`src/rtl/spi_tx_pkg.sv`:
```
package spi_tx_pkg;
  typedef enum logic [1:0] {
    SEQ_IDLE = 2'd0,
    SEQ_LOW  = 2'd1,
    SEQ_HIGH = 2'd2,
    SEQ_STRB = 2'd3
  } seq_state_t;
endpackage

```
`src/rtl/spi_tx_prescaler.sv`:
```
module spi_tx_prescaler #(
  parameter int PRESC_EXP = 7
) (
  input  logic clk,
  input  logic rst,
  output logic tick_o
);
  generate
    if (PRESC_EXP == 0) begin : g_undivided
      assign tick_o = 1'b1;
    end else begin : g_divided
      logic [PRESC_EXP-1:0] div_q;
      always_ff @(posedge clk) begin
        if (rst) div_q <= '0;
        else     div_q <= div_q + 1'b1;
      end
      assign tick_o = (div_q == '0);


      tick_spacing_chk: assert property (@(posedge clk) disable iff (rst)
        tick_o |=> !tick_o);
    end
  endgenerate
endmodule

```
`src/rtl/spi_tx_sequencer.sv`:
```
module spi_tx_sequencer
  import spi_tx_pkg::*;
#(
  parameter int DATA_W = 16
) (
  input  logic clk,
  input  logic rst,
  input  logic tick_i,
  input  logic start_i,
  output logic load_o,
  output logic shift_o,
  output logic sck_o,
  output logic strobe_o,
  output logic busy_o
);
  localparam int CNT_W = $clog2(DATA_W + 1);
  localparam logic [CNT_W-1:0] BITS_DONE = CNT_W'(DATA_W);
  localparam logic [CNT_W-1:0] LAST_BIT  = CNT_W'(DATA_W - 1);

  seq_state_t       state_q;
  logic [CNT_W-1:0] bits_q;
  logic             sck_q, strb_q, busy_q;

  assign load_o  = (state_q == SEQ_IDLE) && start_i;
  assign shift_o = tick_i && (state_q == SEQ_HIGH) && (bits_q != LAST_BIT);

  always_ff @(posedge clk) begin
    if (rst) begin
      state_q <= SEQ_IDLE;
      bits_q  <= '0;
      sck_q   <= 1'b0;
      strb_q  <= 1'b0;
      busy_q  <= 1'b0;
    end else begin
      unique case (state_q)
        SEQ_IDLE: begin
          if (start_i) begin
            state_q <= SEQ_LOW;
            busy_q  <= 1'b1;
            bits_q  <= '0;
          end
        end
        SEQ_LOW: begin
          if (tick_i) begin
            if (bits_q == BITS_DONE) begin
              state_q <= SEQ_STRB;
              strb_q  <= 1'b1;
            end else begin
              state_q <= SEQ_HIGH;
              sck_q   <= 1'b1;
            end
          end
        end
        SEQ_HIGH: begin
          if (tick_i) begin
            state_q <= SEQ_LOW;
            sck_q   <= 1'b0;
            bits_q  <= bits_q + 1'b1;
          end
        end
        SEQ_STRB: begin
          if (tick_i) begin
            state_q <= SEQ_IDLE;
            strb_q  <= 1'b0;
            busy_q  <= 1'b0;
          end
        end
        default: state_q <= SEQ_IDLE;
      endcase
    end
  end

  assign sck_o    = sck_q;
  assign strobe_o = strb_q;
  assign busy_o   = busy_q;


  sck_on_tick_chk: assert property (@(posedge clk) disable iff (rst)
    !$stable(sck_q) |-> $past(tick_i));


  sck_idle_low_chk: assert property (@(posedge clk) disable iff (rst)
    !busy_q |-> !sck_q);


  strobe_sck_low_chk: assert property (@(posedge clk) disable iff (rst)
    strb_q |-> !sck_q);


  busy_from_start_chk: assert property (@(posedge clk) disable iff (rst)
    $rose(busy_q) |-> $past(start_i));


  busy_ends_with_strobe_chk: assert property (@(posedge clk) disable iff (rst)
    $fell(busy_q) |-> $fell(strb_q));
endmodule

```
`src/rtl/spi_tx_shifter.sv`:
```
module spi_tx_shifter #(
  parameter int DATA_W = 16
) (
  input  logic              clk,
  input  logic              rst,
  input  logic              load_i,
  input  logic              shift_i,
  input  logic              selftest_i,
  input  logic [DATA_W-1:0] data_i,
  output logic              mosi_o
);
  logic [DATA_W-1:0] shreg_q;
  logic [DATA_W-1:0] word_q;
  logic [DATA_W-1:0] load_word;

  assign load_word = selftest_i ? word_q : data_i;

  always_ff @(posedge clk) begin
    if (rst) begin
      shreg_q <= '0;
      word_q  <= '0;
    end else if (load_i) begin
      shreg_q <= load_word;
      word_q  <= load_word + 1'b1;
    end else if (shift_i) begin
      shreg_q <= {shreg_q[DATA_W-2:0], 1'b0};
    end
  end

  assign mosi_o = shreg_q[DATA_W-1];


  load_shift_excl_chk: assert property (@(posedge clk) disable iff (rst)
    !(load_i && shift_i));
endmodule

```
`src/rtl/spi_tx_prescaled.sv`:
```
module spi_tx_prescaled #(
  parameter int DATA_W    = 16,
  parameter int PRESC_EXP = 7
) (
  input  logic              clk,
  input  logic              rst,
  input  logic              start_i,
  input  logic [DATA_W-1:0] data_i,
  input  logic              selftest_i,
  output logic              sck_o,
  output logic              mosi_o,
  output logic              strobe_o,
  output logic              busy_o
);
  logic tick;
  logic load;
  logic shift;

  spi_tx_prescaler #(.PRESC_EXP(PRESC_EXP)) u_presc (
    .clk    (clk),
    .rst    (rst),
    .tick_o (tick)
  );

  spi_tx_sequencer #(.DATA_W(DATA_W)) u_seq (
    .clk      (clk),
    .rst      (rst),
    .tick_i   (tick),
    .start_i  (start_i),
    .load_o   (load),
    .shift_o  (shift),
    .sck_o    (sck_o),
    .strobe_o (strobe_o),
    .busy_o   (busy_o)
  );

  spi_tx_shifter #(.DATA_W(DATA_W)) u_shift (
    .clk        (clk),
    .rst        (rst),
    .load_i     (load),
    .shift_i    (shift),
    .selftest_i (selftest_i),
    .data_i     (data_i),
    .mosi_o     (mosi_o)
  );


  strobe_mosi_hold_chk: assert property (@(posedge clk) disable iff (rst)
    (strobe_o && $past(strobe_o)) |-> $stable(mosi_o));


  no_load_while_busy_chk: assert property (@(posedge clk) disable iff (rst)
    busy_o |-> !load);
endmodule

```
`config.mk`:
```
export PLATFORM = sky130hd
export DESIGN_NAME = spi_tx_prescaled
export DESIGN_NICKNAME = d
export VERILOG_FILES = /design/src/rtl/spi_tx_pkg.sv /design/src/rtl/spi_tx_prescaler.sv /design/src/rtl/spi_tx_sequencer.sv /design/src/rtl/spi_tx_shifter.sv /design/src/rtl/spi_tx_prescaled.sv
export SDC_FILE = /design/constraint.sdc
export NUM_CORES = 1
export LEC_CHECK = 0
export ABC_AREA = 1
export ABC_CLOCK_PERIOD_IN_PS = 1400
export BUFFER_PORTS_ARGS = -buffer_cell sky130_fd_sc_hd__buf_2
export CORE_MARGIN = 3
export CORE_UTILIZATION = 30
export CTS_CLUSTER_DIAMETER = 50
export CTS_CLUSTER_SIZE = 16
export DETAILED_ROUTE_END_ITERATION = 8
export SYNTH_ARGS = -nofsm -noshare
export SYNTH_HDL_FRONTEND = slang
export SYNTH_SLANG_ARGS = --single-unit
```
`constraint.sdc`:
```
create_clock -name clk -period 1.4 [get_ports clk]
set_input_delay 0.28 -clock clk [delete_from_list [all_inputs] [get_ports clk]]
set_output_delay 0.28 -clock clk [all_outputs]
set_load 0.05 [all_outputs]
```
After elaboration in Yosys (flattened, before gate mapping)
Index checks and enable logic that the tools add are counted.
Word-level totals
  bits in registers: 49
  bits in latches: 0
  bits in writable memories: 0
  memory bits (read-only): 0
  bits of input ports: 20
  word-level logic and storage cells: 58
  memories kept: 0
Cells by class
  add/subtract/negate cells: 3
  multiply operators: 0
  div/mod/pow operators: 0
  $lt $le $gt $ge: 0
  equal/unequal tests: 11
  shift operators: 0
  mux-type cells: 21
  bitwise logic cells: 0
  reductions and logical operators: 15
Operators by type and width (count)
  $mux W16: 3
  $add A16 B1 Y16 const B: 1
  $reduce_and A4 Y1: 3
  $mux W5: 2
  $pmux W5 S2: 1
  $reduce_bool A2 Y1: 5
  $mux W2: 4
  $ne A2 B1 Y1 const B: 4
  $pmux W2 S4: 1
  $add A7 B1 Y7 const B: 1
  $logic_not A7 Y1: 1
  $mux W1: 7
  $pmux W1 S2: 3
  $reduce_and A3 Y1: 2
  $add A5 B1 Y5 const B: 1
  $eq A5 B5 Y1 const B: 1
  $ne A5 B4 Y1 const B: 1
  $eq A2 B2 Y1 const B: 2
  $ne A2 B2 Y1 const B: 2
  $logic_and A1 B1 Y1: 3
  $eq A2 B1 Y1 const B: 1
  $logic_not A2 Y1: 1

Logic depth before layout (Yosys ltp)
  depth after elaboration: 5
  mapped depth: 12
  depth with buffers taken out: 12

By module
Synthesis repeated with hierarchy kept, for this count alone.
Unflattened totals
  cell total of the unflattened synthesis: 436
  area, all modules: 2822.7 um2
By module, submodules not included
  spi_tx_shifter: times used 1, cells an instance 314, area each 1969.4 um2, sequential area each 640.6 um2
  spi_tx_sequencer: times used 1, cells an instance 78, area each 530.5 um2, sequential area each 200.2 um2
  spi_tx_prescaler: times used 1, cells an instance 44, area each 322.8 um2, sequential area each 140.1 um2

Worst setup path before layout
Ideal clock, no wire load.
  kind: register to register
  start: register u_seq.bits_q[0]
  end: register u_shift.shreg_q[13]
  library setup time: 0.116 ns
  arrival: 1.320 ns
  required time: 1.284 ns
  slack: -0.036 ns
  stages on the path, launching flop included: 12
  path buffers: 1
  clock period less this slack: 1.436 ns
  path through: dfxtp_1 -> ha_1 -> nand2_1 -> nor2_1 -> ha_1 -> inv_1 -> nand2_2 -> nand2_4 -> inv_2 -> buf_6 -> nor2_1 -> nor2_1
Between the ends
  cells in the longest elaborated chain, start to end: 3
Ends and longest elaborated chain
  start: declaration: RTL line spi_tx_sequencer.sv:21  | logic [CNT_W-1:0] bits_q;
  start signal: assignment: RTL line spi_tx_sequencer.sv:58  | bits_q <= bits_q + 1'b1;
  $ne A5 B4 Y1: RTL line spi_tx_sequencer.sv:25  | assign shift_o = tick_i && (state_q == SEQ_HIGH) && (bits_q != LAST_BIT);
  $logic_and A1 B1 Y1: RTL line spi_tx_sequencer.sv:25
  $reduce_bool A2 Y1 (no source line)
  end signal: assignment: RTL line spi_tx_shifter.sv:23  | shreg_q <= load_word;
  end signal: assignment: RTL line spi_tx_shifter.sv:26  | shreg_q <= {shreg_q[DATA_W-2:0], 1'b0};
  end: declaration: RTL line spi_tx_shifter.sv:12  | logic [DATA_W-1:0] shreg_q;
Every way passes these cells.
A chain may end at the register's enable or synchronous reset.

Worst setup path in the final report
  start: register u_seq.state_q[0]
  end: register u_shift.shreg_q[4]
Between the ends
  cells in the longest elaborated chain, start to end: 4
  elaborated cells between the ends (all ways): 7
Ends and longest elaborated chain
  start: declaration: RTL line spi_tx_sequencer.sv:20  | seq_state_t state_q;
  start signal: assignment: RTL line spi_tx_sequencer.sv:29  | state_q <= SEQ_IDLE;
  start signal: assignment: RTL line spi_tx_sequencer.sv:38  | state_q <= SEQ_LOW;
  start signal: assignment: RTL line spi_tx_sequencer.sv:46  | state_q <= SEQ_STRB;
  $eq A2 B2 Y1: RTL line spi_tx_sequencer.sv:25
  $logic_and A1 B1 Y1 (2 in series): RTL line spi_tx_sequencer.sv:25
  $reduce_bool A2 Y1 (no source line)
Parallel ways exist; a longest one is shown, timed or not.

==> metrics.yaml <==
antenna_found_initial: 0
setup_viol: 0
cts_hold_buf: 0
layout_min_cycle_time_ns: 1.38
drc_errors: 0
arrival_ns: 1.63
syn2layout_area_growth_pct: 33.8
setup_tns_ns: 0
hp-class: "input port to flop"
setup_slack_ns: 0.0249
register_area_um2: 991
fin_skew_ns: 0.0125
post-place-ws_ns: -0.249
grt_pass1_vias: 2752
cap_viol_max_count: 0
cp-end-kind: "flop"
drt-wirelength-per-cell_um: 11.5
grt_setup_unrepaired: "true"
grt_usage_pct: 14.5
routed_via_density: 4.60
stdcell_count: 631
dp.cells: 617
dr.pass1.iters: 4
post-route-util_pct: 42.5
root_buffer: "clkbuf_8"
initial_core_util_pct: 31.7
slew_headroom_pct: 77.3
row_count: 34
synth_seq_area_share_pct: 34.6
cts_tree: "yes"
power_mw: 3.95
h-tree-depth: 2
startpoint_type: "flop"
slew_viol_final: 0
clkLatencyLatePin_ns: 0.32
leakage_nw: 1.73
final_common_cell: "nand2_1"
die_area_um2: 10700
syn-num-nets: 478
synth_area_um2: 2840
crit_fanout: 15
hold_viol: 0
clock_sinks: 49
die_h_um: 103
vias: 2900
p_per_area_nw_per_um2: 1040
routabilityCongestion: 0.896
ys_async_sr_fraction_pct: 0
synth-edff-count: 0
synth-seq-cells: 49
dpl.hpwl_um: 5210
yosysUniqueCellTypes: 30
wl_um: 7270
layout_common_cells: "127 x nand2_1, 59 x nor2_1, 45 x buf_4"
grt_start_max_net_pins: 24
die_x_um: 103
final_antenna_net_count: 0
stdcell_area_um2: 3790
crit_type: "flop to flop"
yosys_warnings: 0
required_ns: 1.65
diodes: 0
multiInputGateArea_um2: 1780
ios: 24
layout-drive-gt1-share_pct: 31.0
synthCells: 452
nets: 548
overflow: 0
fmax_mhz: 727
tightestPinTransition_ns: 0.336
fin_crit_sh_pct: 98.2
ir_worst_vdd_uv: 524
drt_iter0_drc: 120
ys_dominant_reg_cell: "dfxtp_1"
path_clk_slew_ns: 0.11
clock_path_buffers: 2
core-area_um2: 8930
avgSynthCellArea_um2: 6.27
postPlaceCellArea_um2: 3450
grt_pass1_wl_um: 12600
port_buffers: 23
status: "completed"
fillers: 949
fin_hold_ws_ns: 0.305
numCtsBuffers: 5
[layout make-up]
cell class | instances | area share [%]
flip-flops and latches | 49 | 26.1
multi-input cells | 338 | 46.9
well taps | 108 | 3.56
clock buffers | 5 | 1.81
repair inverters | 1 | 0.297
inverters | 52 | 5.34
repair buffers | 75 | 15.2
clock inverters | 3 | 0.759
[report_power, final]
| group | leakage (nW) | internal, mW | switching, mW |
|---|---|---|---|
| clock network | 0.0506 | 0.375 | 0.564 |
| logic | 1.27 | 0.553 | 0.797 |
| registers | 0.405 | 1.57 | 0.0958 |
| total | 1.73 | 2.49 | 1.46 |
[critical path: stages, from the launching register on]
cell	delay, ns
dfxtp_1	0.35
nor2_2	0.15
nand2_2	0.09
buf_6	0.17
buf_12	0.15
o21ai_0	0.22
nor2_2	0.07
nor2_1	0.10
[cell families (layout without fill, tap and decap cells)]
logic type	Yosys count	after routing	synth area share [%]
adders and majority gates	6	6	2.65
AOI/OAI and AO/OA	74	74	13.9
and+or+nand+nor	253	255	37.8
buffers and inverters	67	136	10.2
DFF	49	49	34.6
xor gates and xnor gates	3	3	0.927
[Yosys cell counts (all sizes together) (2+ instances only)]
cell type | instances | area share (%)
nand2 | 145 | 20
clkbuf | 5 | 0.66
nand4 | 4 | 1.1
o21a | 2 | 0.53
o21ai | 51 | 9.3
ha | 6 | 2.6
dfxtp | 49 | 35
a21oi | 16 | 2.8
nand3 | 17 | 3.4
nor2 | 85 | 13
a31oi | 3 | 0.66
xor2 | 2 | 0.62
inv | 51 | 6.8
buf | 10 | 2.6
[per-layer routing]
metal | part of all wire, % | wire, µm | GRT usage [%]
met4 | 1.1 | 78 | 2.49
met5 | 0 | 0 | 0
met3 | 3.3 | 242 | 2.35
met2 | 47 | 3400 | 24.7
met1 | 49 | 3540 | 19.8
[final timing paths]
path | start | cells after the start | slack [ns] | endpoint
hold / removal | rst | 3 | 0.30 | u_presc.g_divided.div_q[0]
setup / recovery | u_seq.state_q[0] | 7 | 0.02 | u_shift.shreg_q[4]
setup reg to reg | u_seq.state_q[0] | 7 | 0.02 | u_shift.shreg_q[4]
hold reg to reg | u_shift.word_q[15] | 2 | 0.45 | u_shift.word_q[15]
[sequential cells by signal, summed over array words and instances, names as in the netlist]
register and flops:
u_presc.g_divided.div_q 7, u_seq.bits_q 5, u_seq.busy_o 1, u_seq.sck_o 1, u_seq.state_q 2, u_seq.strobe_o 1
u_shift.shreg_q 16, u_shift.word_q 16
[repair_timing]
action,CTS,global route
setup buffers,0,3
pin swaps,3,19
endpoints found under the setup margin,14,34
cloned,3,0
resized for setup,23,60
No activity file was read; power rests on OpenSTA's default activity.
